<file path="src/rtl/ser_port_pkg.sv">
package ser_port_pkg;
  localparam int ADDR_W = 5;
  localparam logic [ADDR_W-1:0] OFS_BUF  = 5'h00;
  localparam logic [ADDR_W-1:0] OFS_STAT = 5'h04;
  localparam logic [ADDR_W-1:0] OFS_CFG  = 5'h08;
  localparam logic [ADDR_W-1:0] OFS_IRQF = 5'h0C;
  localparam logic [ADDR_W-1:0] OFS_DIV  = 5'h10;

  localparam int CFG_TX_EN  = 0;
  localparam int CFG_RX_EN  = 1;
  localparam int CFG_TX_IE  = 2;
  localparam int CFG_RX_IE  = 3;
  localparam int CFG_TXO_IE = 4;
  localparam int CFG_RXO_IE = 5;
  localparam int CFG_W      = 6;

  typedef enum logic [1:0] {RX_IDLE, RX_START, RX_DATA, RX_STOP} rx_st_e;
endpackage

</file>
<file path="src/rtl/ser_port_tx.sv">
module ser_port_tx #(
  parameter int DIV_W = 21,
  parameter int BITS  = 8
) (
  input  logic             clk_i,
  input  logic             rst_ni,
  input  logic [DIV_W-1:0] div_i,
  input  logic             load_i,
  input  logic [BITS-1:0]  data_i,
  output logic             busy_o,
  output logic             txd_o
);
  localparam int FRAME = BITS + 2;
  localparam int CNT_W = $clog2(FRAME + 1);

  logic [FRAME-1:0] sh_q;
  logic [CNT_W-1:0] left_q;
  logic [DIV_W-1:0] cnt_q;
  logic             busy_q;

  always_ff @(posedge clk_i or negedge rst_ni) begin
    if (!rst_ni) begin
      sh_q   <= '1;
      left_q <= '0;
      cnt_q  <= '0;
      busy_q <= 1'b0;
    end else if (load_i && !busy_q) begin
      sh_q   <= {1'b1, data_i, 1'b0};
      left_q <= CNT_W'(FRAME);
      cnt_q  <= div_i - 1'b1;
      busy_q <= 1'b1;
    end else if (busy_q) begin
      if (cnt_q == '0) begin
        sh_q   <= {1'b1, sh_q[FRAME-1:1]};
        cnt_q  <= div_i - 1'b1;
        left_q <= left_q - 1'b1;
        if (left_q == CNT_W'(1)) busy_q <= 1'b0;
      end else begin
        cnt_q <= cnt_q - 1'b1;
      end
    end
  end

  assign busy_o = busy_q;
  assign txd_o  = busy_q ? sh_q[0] : 1'b1;
endmodule

</file>
<file path="src/rtl/ser_port_rx.sv">
module ser_port_rx
  import ser_port_pkg::*;
#(
  parameter int DIV_W = 21,
  parameter int BITS  = 8
) (
  input  logic             clk_i,
  input  logic             rst_ni,
  input  logic             en_i,
  input  logic [DIV_W-1:0] div_i,
  input  logic             rxd_i,
  output logic             done_o,
  output logic [BITS-1:0]  data_o
);
  localparam int IDX_W = $clog2(BITS);

  logic [2:0]       sy_q;
  rx_st_e           st_q;
  logic [DIV_W-1:0] cnt_q;
  logic [IDX_W-1:0] idx_q;
  logic [BITS-1:0]  sh_q;
  logic             rxs, falling, tick;

  assign rxs     = sy_q[1];
  assign falling = sy_q[2] & ~sy_q[1];
  assign tick    = (cnt_q == '0);

  always_ff @(posedge clk_i or negedge rst_ni) begin
    if (!rst_ni) sy_q <= '1;
    else         sy_q <= {sy_q[1:0], rxd_i};
  end

  always_ff @(posedge clk_i or negedge rst_ni) begin
    if (!rst_ni) begin
      st_q  <= RX_IDLE;
      cnt_q <= '0;
      idx_q <= '0;
      sh_q  <= '0;
    end else if (!en_i) begin
      st_q <= RX_IDLE;
    end else begin
      unique case (st_q)
        RX_IDLE: if (falling) begin
          st_q  <= RX_START;
          cnt_q <= (div_i >> 1) - 1'b1;
        end
        RX_START: if (tick) begin
          if (!rxs) begin
            st_q  <= RX_DATA;
            cnt_q <= div_i - 1'b1;
            idx_q <= '0;
          end else begin
            st_q <= RX_IDLE;  // glitch, not a start bit
          end
        end else cnt_q <= cnt_q - 1'b1;
        RX_DATA: if (tick) begin
          sh_q  <= {rxs, sh_q[BITS-1:1]};
          cnt_q <= div_i - 1'b1;
          if (idx_q == IDX_W'(BITS - 1)) st_q <= RX_STOP;
          else idx_q <= idx_q + 1'b1;
        end else cnt_q <= cnt_q - 1'b1;
        RX_STOP: if (tick) st_q <= RX_IDLE;
                 else cnt_q <= cnt_q - 1'b1;
        default: st_q <= RX_IDLE;
      endcase
    end
  end

  assign done_o = en_i && (st_q == RX_STOP) && tick && rxs;
  assign data_o = sh_q;
endmodule

</file>
<file path="src/rtl/ser_port.sv">
module ser_port
  import ser_port_pkg::*;
#(
  parameter int DIV_W   = 21,
  parameter int DIV_MIN = 16,
  parameter int BITS    = 8,
  parameter int BUS_W   = 32
) (
  input  logic              clk_i,
  input  logic              rst_ni,
  input  logic [ADDR_W-1:0] addr_i,
  input  logic              we_i,
  input  logic              re_i,
  input  logic [BUS_W-1:0]  wdata_i,
  output logic [BUS_W-1:0]  rdata_o,
  input  logic              rxd_i,
  output logic              txd_o,
  output logic              irq_tx_o,
  output logic              irq_rx_o,
  output logic              irq_ovr_o
);
  logic [CFG_W-1:0] cfg_q;
  logic [DIV_W-1:0] div_q;
  logic [BITS-1:0]  tx_hold_q, rx_buf_q, rx_byte;
  logic tx_full_q, rx_full_q, tx_flag_q, rx_flag_q, tx_ovr_q, rx_ovr_q;
  logic wr_buf, wr_stat, wr_cfg, wr_irqf, wr_div, rd_buf;
  logic tx_busy, tx_take, rx_done, rx_store;
  logic [3:0] clr;
  logic unused_wdata;

  assign unused_wdata = ^wdata_i[BUS_W-1:DIV_W];

  assign wr_buf  = we_i && (addr_i == OFS_BUF);
  assign wr_stat = we_i && (addr_i == OFS_STAT);
  assign wr_cfg  = we_i && (addr_i == OFS_CFG);
  assign wr_irqf = we_i && (addr_i == OFS_IRQF);
  assign wr_div  = we_i && (addr_i == OFS_DIV);
  assign rd_buf  = re_i && (addr_i == OFS_BUF);

  // overrun bits may be cleared through either status or flag offset
  assign clr = (wr_irqf ? wdata_i[3:0] : 4'b0) | (wr_stat ? {wdata_i[3:2], 2'b00} : 4'b0);

  assign tx_take  = tx_full_q && cfg_q[CFG_TX_EN] && !tx_busy;
  assign rx_store = rx_done && !rx_full_q;

  always_ff @(posedge clk_i or negedge rst_ni) begin
    if (!rst_ni) begin
      cfg_q     <= '0;
      div_q     <= DIV_W'(DIV_MIN);
      tx_hold_q <= '0;
      rx_buf_q  <= '0;
      tx_full_q <= 1'b0;
      rx_full_q <= 1'b0;
      tx_flag_q <= 1'b0;
      rx_flag_q <= 1'b0;
      tx_ovr_q  <= 1'b0;
      rx_ovr_q  <= 1'b0;
    end else begin
      if (wr_cfg) cfg_q <= wdata_i[CFG_W-1:0];
      if (wr_div)
        div_q <= (wdata_i[DIV_W-1:0] < DIV_W'(DIV_MIN)) ? DIV_W'(DIV_MIN) : wdata_i[DIV_W-1:0];

      if (tx_take) tx_full_q <= 1'b0;
      if (wr_buf && !tx_full_q) begin
        tx_hold_q <= wdata_i[BITS-1:0];
        tx_full_q <= 1'b1;
      end

      if (rx_store) begin
        rx_buf_q  <= rx_byte;
        rx_full_q <= 1'b1;
      end else if (rd_buf) begin
        rx_full_q <= 1'b0;
      end

      tx_flag_q <= tx_take                | (tx_flag_q & ~clr[0]);
      rx_flag_q <= rx_store               | (rx_flag_q & ~clr[1]);
      tx_ovr_q  <= (wr_buf && tx_full_q)  | (tx_ovr_q  & ~clr[2]);
      rx_ovr_q  <= (rx_done && rx_full_q) | (rx_ovr_q  & ~clr[3]);
    end
  end

  always_comb begin
    unique case (addr_i)
      OFS_BUF:  rdata_o = BUS_W'(rx_buf_q);
      OFS_STAT: rdata_o = BUS_W'({rx_ovr_q, tx_ovr_q, rx_full_q, tx_full_q});
      OFS_CFG:  rdata_o = BUS_W'(cfg_q);
      OFS_IRQF: rdata_o = BUS_W'({rx_ovr_q, tx_ovr_q, rx_flag_q, tx_flag_q});
      OFS_DIV:  rdata_o = BUS_W'(div_q);
      default:  rdata_o = '0;
    endcase
  end

  assign irq_tx_o  = tx_flag_q & cfg_q[CFG_TX_IE];
  assign irq_rx_o  = rx_flag_q & cfg_q[CFG_RX_IE];
  assign irq_ovr_o = (tx_ovr_q & cfg_q[CFG_TXO_IE]) | (rx_ovr_q & cfg_q[CFG_RXO_IE]);

  ser_port_tx #(.DIV_W(DIV_W), .BITS(BITS)) u_tx (
    .clk_i  (clk_i),
    .rst_ni (rst_ni),
    .div_i  (div_q),
    .load_i (tx_take),
    .data_i (tx_hold_q),
    .busy_o (tx_busy),
    .txd_o  (txd_o)
  );

  ser_port_rx #(.DIV_W(DIV_W), .BITS(BITS)) u_rx (
    .clk_i  (clk_i),
    .rst_ni (rst_ni),
    .en_i   (cfg_q[CFG_RX_EN]),
    .div_i  (div_q),
    .rxd_i  (rxd_i),
    .done_o (rx_done),
    .data_o (rx_byte)
  );
endmodule

</file>
<file path="config.mk">
export PLATFORM = sky130hd
export DESIGN_NAME = ser_port
export DESIGN_NICKNAME = d
export VERILOG_FILES = /design/src/rtl/ser_port_pkg.sv /design/src/rtl/ser_port_tx.sv /design/src/rtl/ser_port_rx.sv /design/src/rtl/ser_port.sv
export SDC_FILE = /design/constraint.sdc
export NUM_CORES = 1
export LEC_CHECK = 0
export BUFFER_PORTS_ARGS = -buffer_cell sky130_fd_sc_hd__buf_2
export CORE_MARGIN = 1
export CORE_UTILIZATION = 60
export CTS_CLUSTER_SIZE = 12
export DETAILED_ROUTE_END_ITERATION = 10
export HOLD_SLACK_MARGIN = 0.02
export PLACE_DENSITY = 0.84
export RECOVER_POWER = 50
export SYNTH_ARGS = -nofsm -noshare
export SYNTH_HDL_FRONTEND = slang
export SYNTH_SLANG_ARGS = --single-unit
export TNS_END_PERCENT = 20
</file>
<file path="constraint.sdc">
create_clock -name clk_i -period 5 [get_ports clk_i]
set_clock_uncertainty 0.2 [all_clocks]
set_input_delay 0.25 -clock clk_i [delete_from_list [all_inputs] [get_ports clk_i]]
set_output_delay 0.25 -clock clk_i [all_outputs]
set_load 0.05 [all_outputs]
</file>
==> metrics.txt <==
clock share of power=0.282; Setup CP Type=reg -> reg; core area=around 12000 um^2; fill count=a little over 800; Synth cell types=between 80 and 90; clk buf depth=2; critical path cell sequence=inv_1 > ha_1 > nor4b_2 > nand4_1 > nor2_1 > nand3_1 > mux2_2; Overflow after GRT=0; Final HPWL DP=between 10000 and 15000 um; final setup TNS=0 ps; setup violators final=0; # diodes=0; Sequential Area=around 3000 um^2; Sw Share=0.415; Die Ht=114 um; number of buffers created by CTS=17; vias per cell=a little under 7; first-pass GRT wire length=approximately 38000 um; critical path's top delay family=simple AND/OR/NAND/NOR gates; top-count cell post-synth=dfrtp_1; Min Clock Period, post-route=approximately 3500 ps; largest net degree at the start of global routing=between 70 and 80; clock sink count=121; multi-input logic area=slightly above 4000 um^2; Post-synth ARST share=1.00; die outline width=114 um; failing checks=capacitance limit, slew limit; num rows=40; Mapped Cells=a little over 800; flops & latches, synth=121; starting density of the core=0.621; Crit-path slowest cell=nor2_1; combinational share of power=0.355; Critical Path RT=around 5100 ps; Post-DRT Antenna Nets=0; Register-to-Register Path Depth=7; CP endpoint kind=register; synthesis-to-layout area growth=15.1%; die area=between 10000 and 15000 um^2; final critical-path share of the clock period=0.709; Mean Syn Cell Area=about 9.3 um^2; Critical Path AT=~3700 ps; NetSw=between 1500 and 2000 uW; number of global-route vias before repair=~7100; Via Count=about 7000; Pre-antenna DRT Iters=11; port bufs=between 50 and 60; DRC viols=0; outcome=complete, but fails checks; Slew @ Worst Pin=1880 ps; Worst slew margin=-0.256; CP Depth=7; P per Cell Area=513 nW/um^2; Worst Path Max Fanout=8; P_leak=0.00383 uW; CTS tree=yes; Post-Synthesis Cell Area=about 7500 um^2; drt total wl=between 20000 and 25000 um; postcts setup bufs=0; RSZ-0062 raised after global routing=no; HP Class=reg -> reg; Worst setup SP type=register; gpl congestion=slightly above 0.9; f_max=282 MHz; Detailed Route Iter0 Violations=897; ranking of synthesized cells by area=dfrtp_1, mux2_2, dfstp_2; GRT Util Overall=0.387; Hold-fix buffers, CTS=26; VDD IR-drop max=between 0.3 and 0.4 mV; Max stage delay on crit path=roughly 650 ps; area leader, netlist=dfrtp_1; hold path depth=0; CTS-repair resized insts=0; leading cell types by count after synthesis=dfrtp_1, nand2_1, nor2_1; EDFF count, synth=0; antenna violations before repair=0; CTS root buf=clkbuf_16; top-level port count=between 70 and 80; total of warnings raised by yosys=0; Slew Viols, Final=between 70 and 80; share of cells above drive strength 1=0.181; Skew-Pair Late Insertion Delay=around 430 ps; H-Tree Depth=4; WL per Instance=roughly 23 um; crit path buf inv count=1; clock transition at the registers of the reported paths=roughly 60 ps; R2R setup slack=roughly 1500 ps; Total Power=4440 uW; internal power=roughly 2600 uW; MaxCap Viol Count=1; Top FF cell, synth=dfrtp_1; sequential area share after synthesis=0.405; Flop pwr share=0.364; Yosys top cell area share=0.360; endpoints failing hold=0; fin nets=a little over 900
## per-layer routing
layer / vias up / wire [um] / GRT usage
met5: - / 0 / 0
met1: 3466 / 9230 / 0.503
li1: 3089 / - / -
met3: 128 / 2200 / 0.0813
met4: 0 / 1530 / 0.231
met2: 528 / 10800 / 0.598
## area by class of cell
cell class	count	area share
Tap cell	168	0.0243
Multi-Input combinational cell	601	0.474
Clock inverter	14	0.0185
Timing Repair Buffer	87	0.0657
Sequential cell	121	0.352
Clock buffer	18	0.0496
Inverter	36	0.0156
## logic make-up (layout without fill, tap and decap cells)
group,after synthesis,count (layout),share of synthesized area
DFF,121,121,0.405
adders and majority gates,14,14,0.0233
AOI/OAI and AO/OA,208,208,0.193
xor gates and xnor gates,39,39,0.0454
and+or+nand+nor,278,278,0.202
buffers and inverters,93,155,0.0548
muxes,51,51,0.0759
other,1,11,0.000499
## cells in the final DEF (no fill, tap or decap), types with 10 or more instances in the layout
cell type | Yosys | final
buf_2 | 11 | 49
nor4_1 | 21 | 21
xor2_1 | 23 | 23
ha_1 | 14 | 14
o21ai_0 | 27 | 27
and2_1 | 16 | 16
nand4_1 | 15 | 15
dfstp_2 | 13 | 12
nand3_1 | 26 | 26
dfrtp_1 | 108 | 108
o21ai_1 | 26 | 26
a22o_1 | 15 | 15
xnor2_1 | 16 | 16
a22oi_1 | 10 | 10
mux2_2 | 39 | 39
nor2_1 | 56 | 56
conb_1 | 1 | 11
nand2_1 | 61 | 61
inv_1 | 36 | 36
a21oi_1 | 47 | 47
nor3_1 | 25 | 25
clkbuf_16 | 0 | 17
dlygate4sd3_1 | 0 | 26
## flip-flops by register name (all words and copies together), names as in the netlist, 2 cells and up
signal and flops:
u_tx.left_q 4, u_rx.data_o 8, u_rx.idx_q 3, u_rx.st_q 2
tx_hold_q 8, u_tx.sh_q 9, rx_buf_q 8, div_q 21
u_rx.sy_q 3, u_tx.cnt_q 21, u_rx.cnt_q 21, cfg_q 6
## power by group through the flow
stage / clock network (uW) / logic (uW) / registers, uW
floorplan: 0 / 1210 / 1460
global placement: 0 / 1450 / 1580
detailed placement: 0 / 1500 / 1600
CTS: 1240 / 1530 / 1590
global route: 1290 / 1710 / 1640
finish: 1250 / 1570 / 1610
## through the flow
stage | instances | util | hold WS, ps | instance area, um^2 | setup WS, ps
2_1_floorplan | 815 | - | -246 | 7550 | 2370
3_3_place_gp | 987 | 0.645 | 148 | 7820 | 1710
3_5_place_dp | 987 | 0.645 | 150 | 7820 | 1650
4_1_cts | 1045 | 0.715 | 156 | 8660 | 1600
5_1_grt | 1045 | 0.714 | 178 | 8650 | 1280
6_report | 1045 | 0.714 | 179 | 8650 | 1460
## worst paths after layout
kind,endpoint,startpoint
setup / recovery,u_rx.data_o[7]$_DFFE_PN0P_,u_rx.cnt_q[0]$_DFFE_PN0P_
hold / removal,u_rx.sy_q[1]$_DFF_PN1_,u_rx.sy_q[0]$_DFF_PN1_
setup reg to reg,u_rx.data_o[7]$_DFFE_PN0P_,u_rx.cnt_q[0]$_DFFE_PN0P_
hold reg to reg,u_rx.sy_q[1]$_DFF_PN1_,u_rx.sy_q[0]$_DFF_PN1_
max in group asynchronous,u_rx.cnt_q[11]$_DFFE_PN0P_,rst_ni
min in group asynchronous,tx_hold_q[2]$_DFFE_PN0P_,rst_ni
No activity file was read; power rests on OpenSTA's default activity.
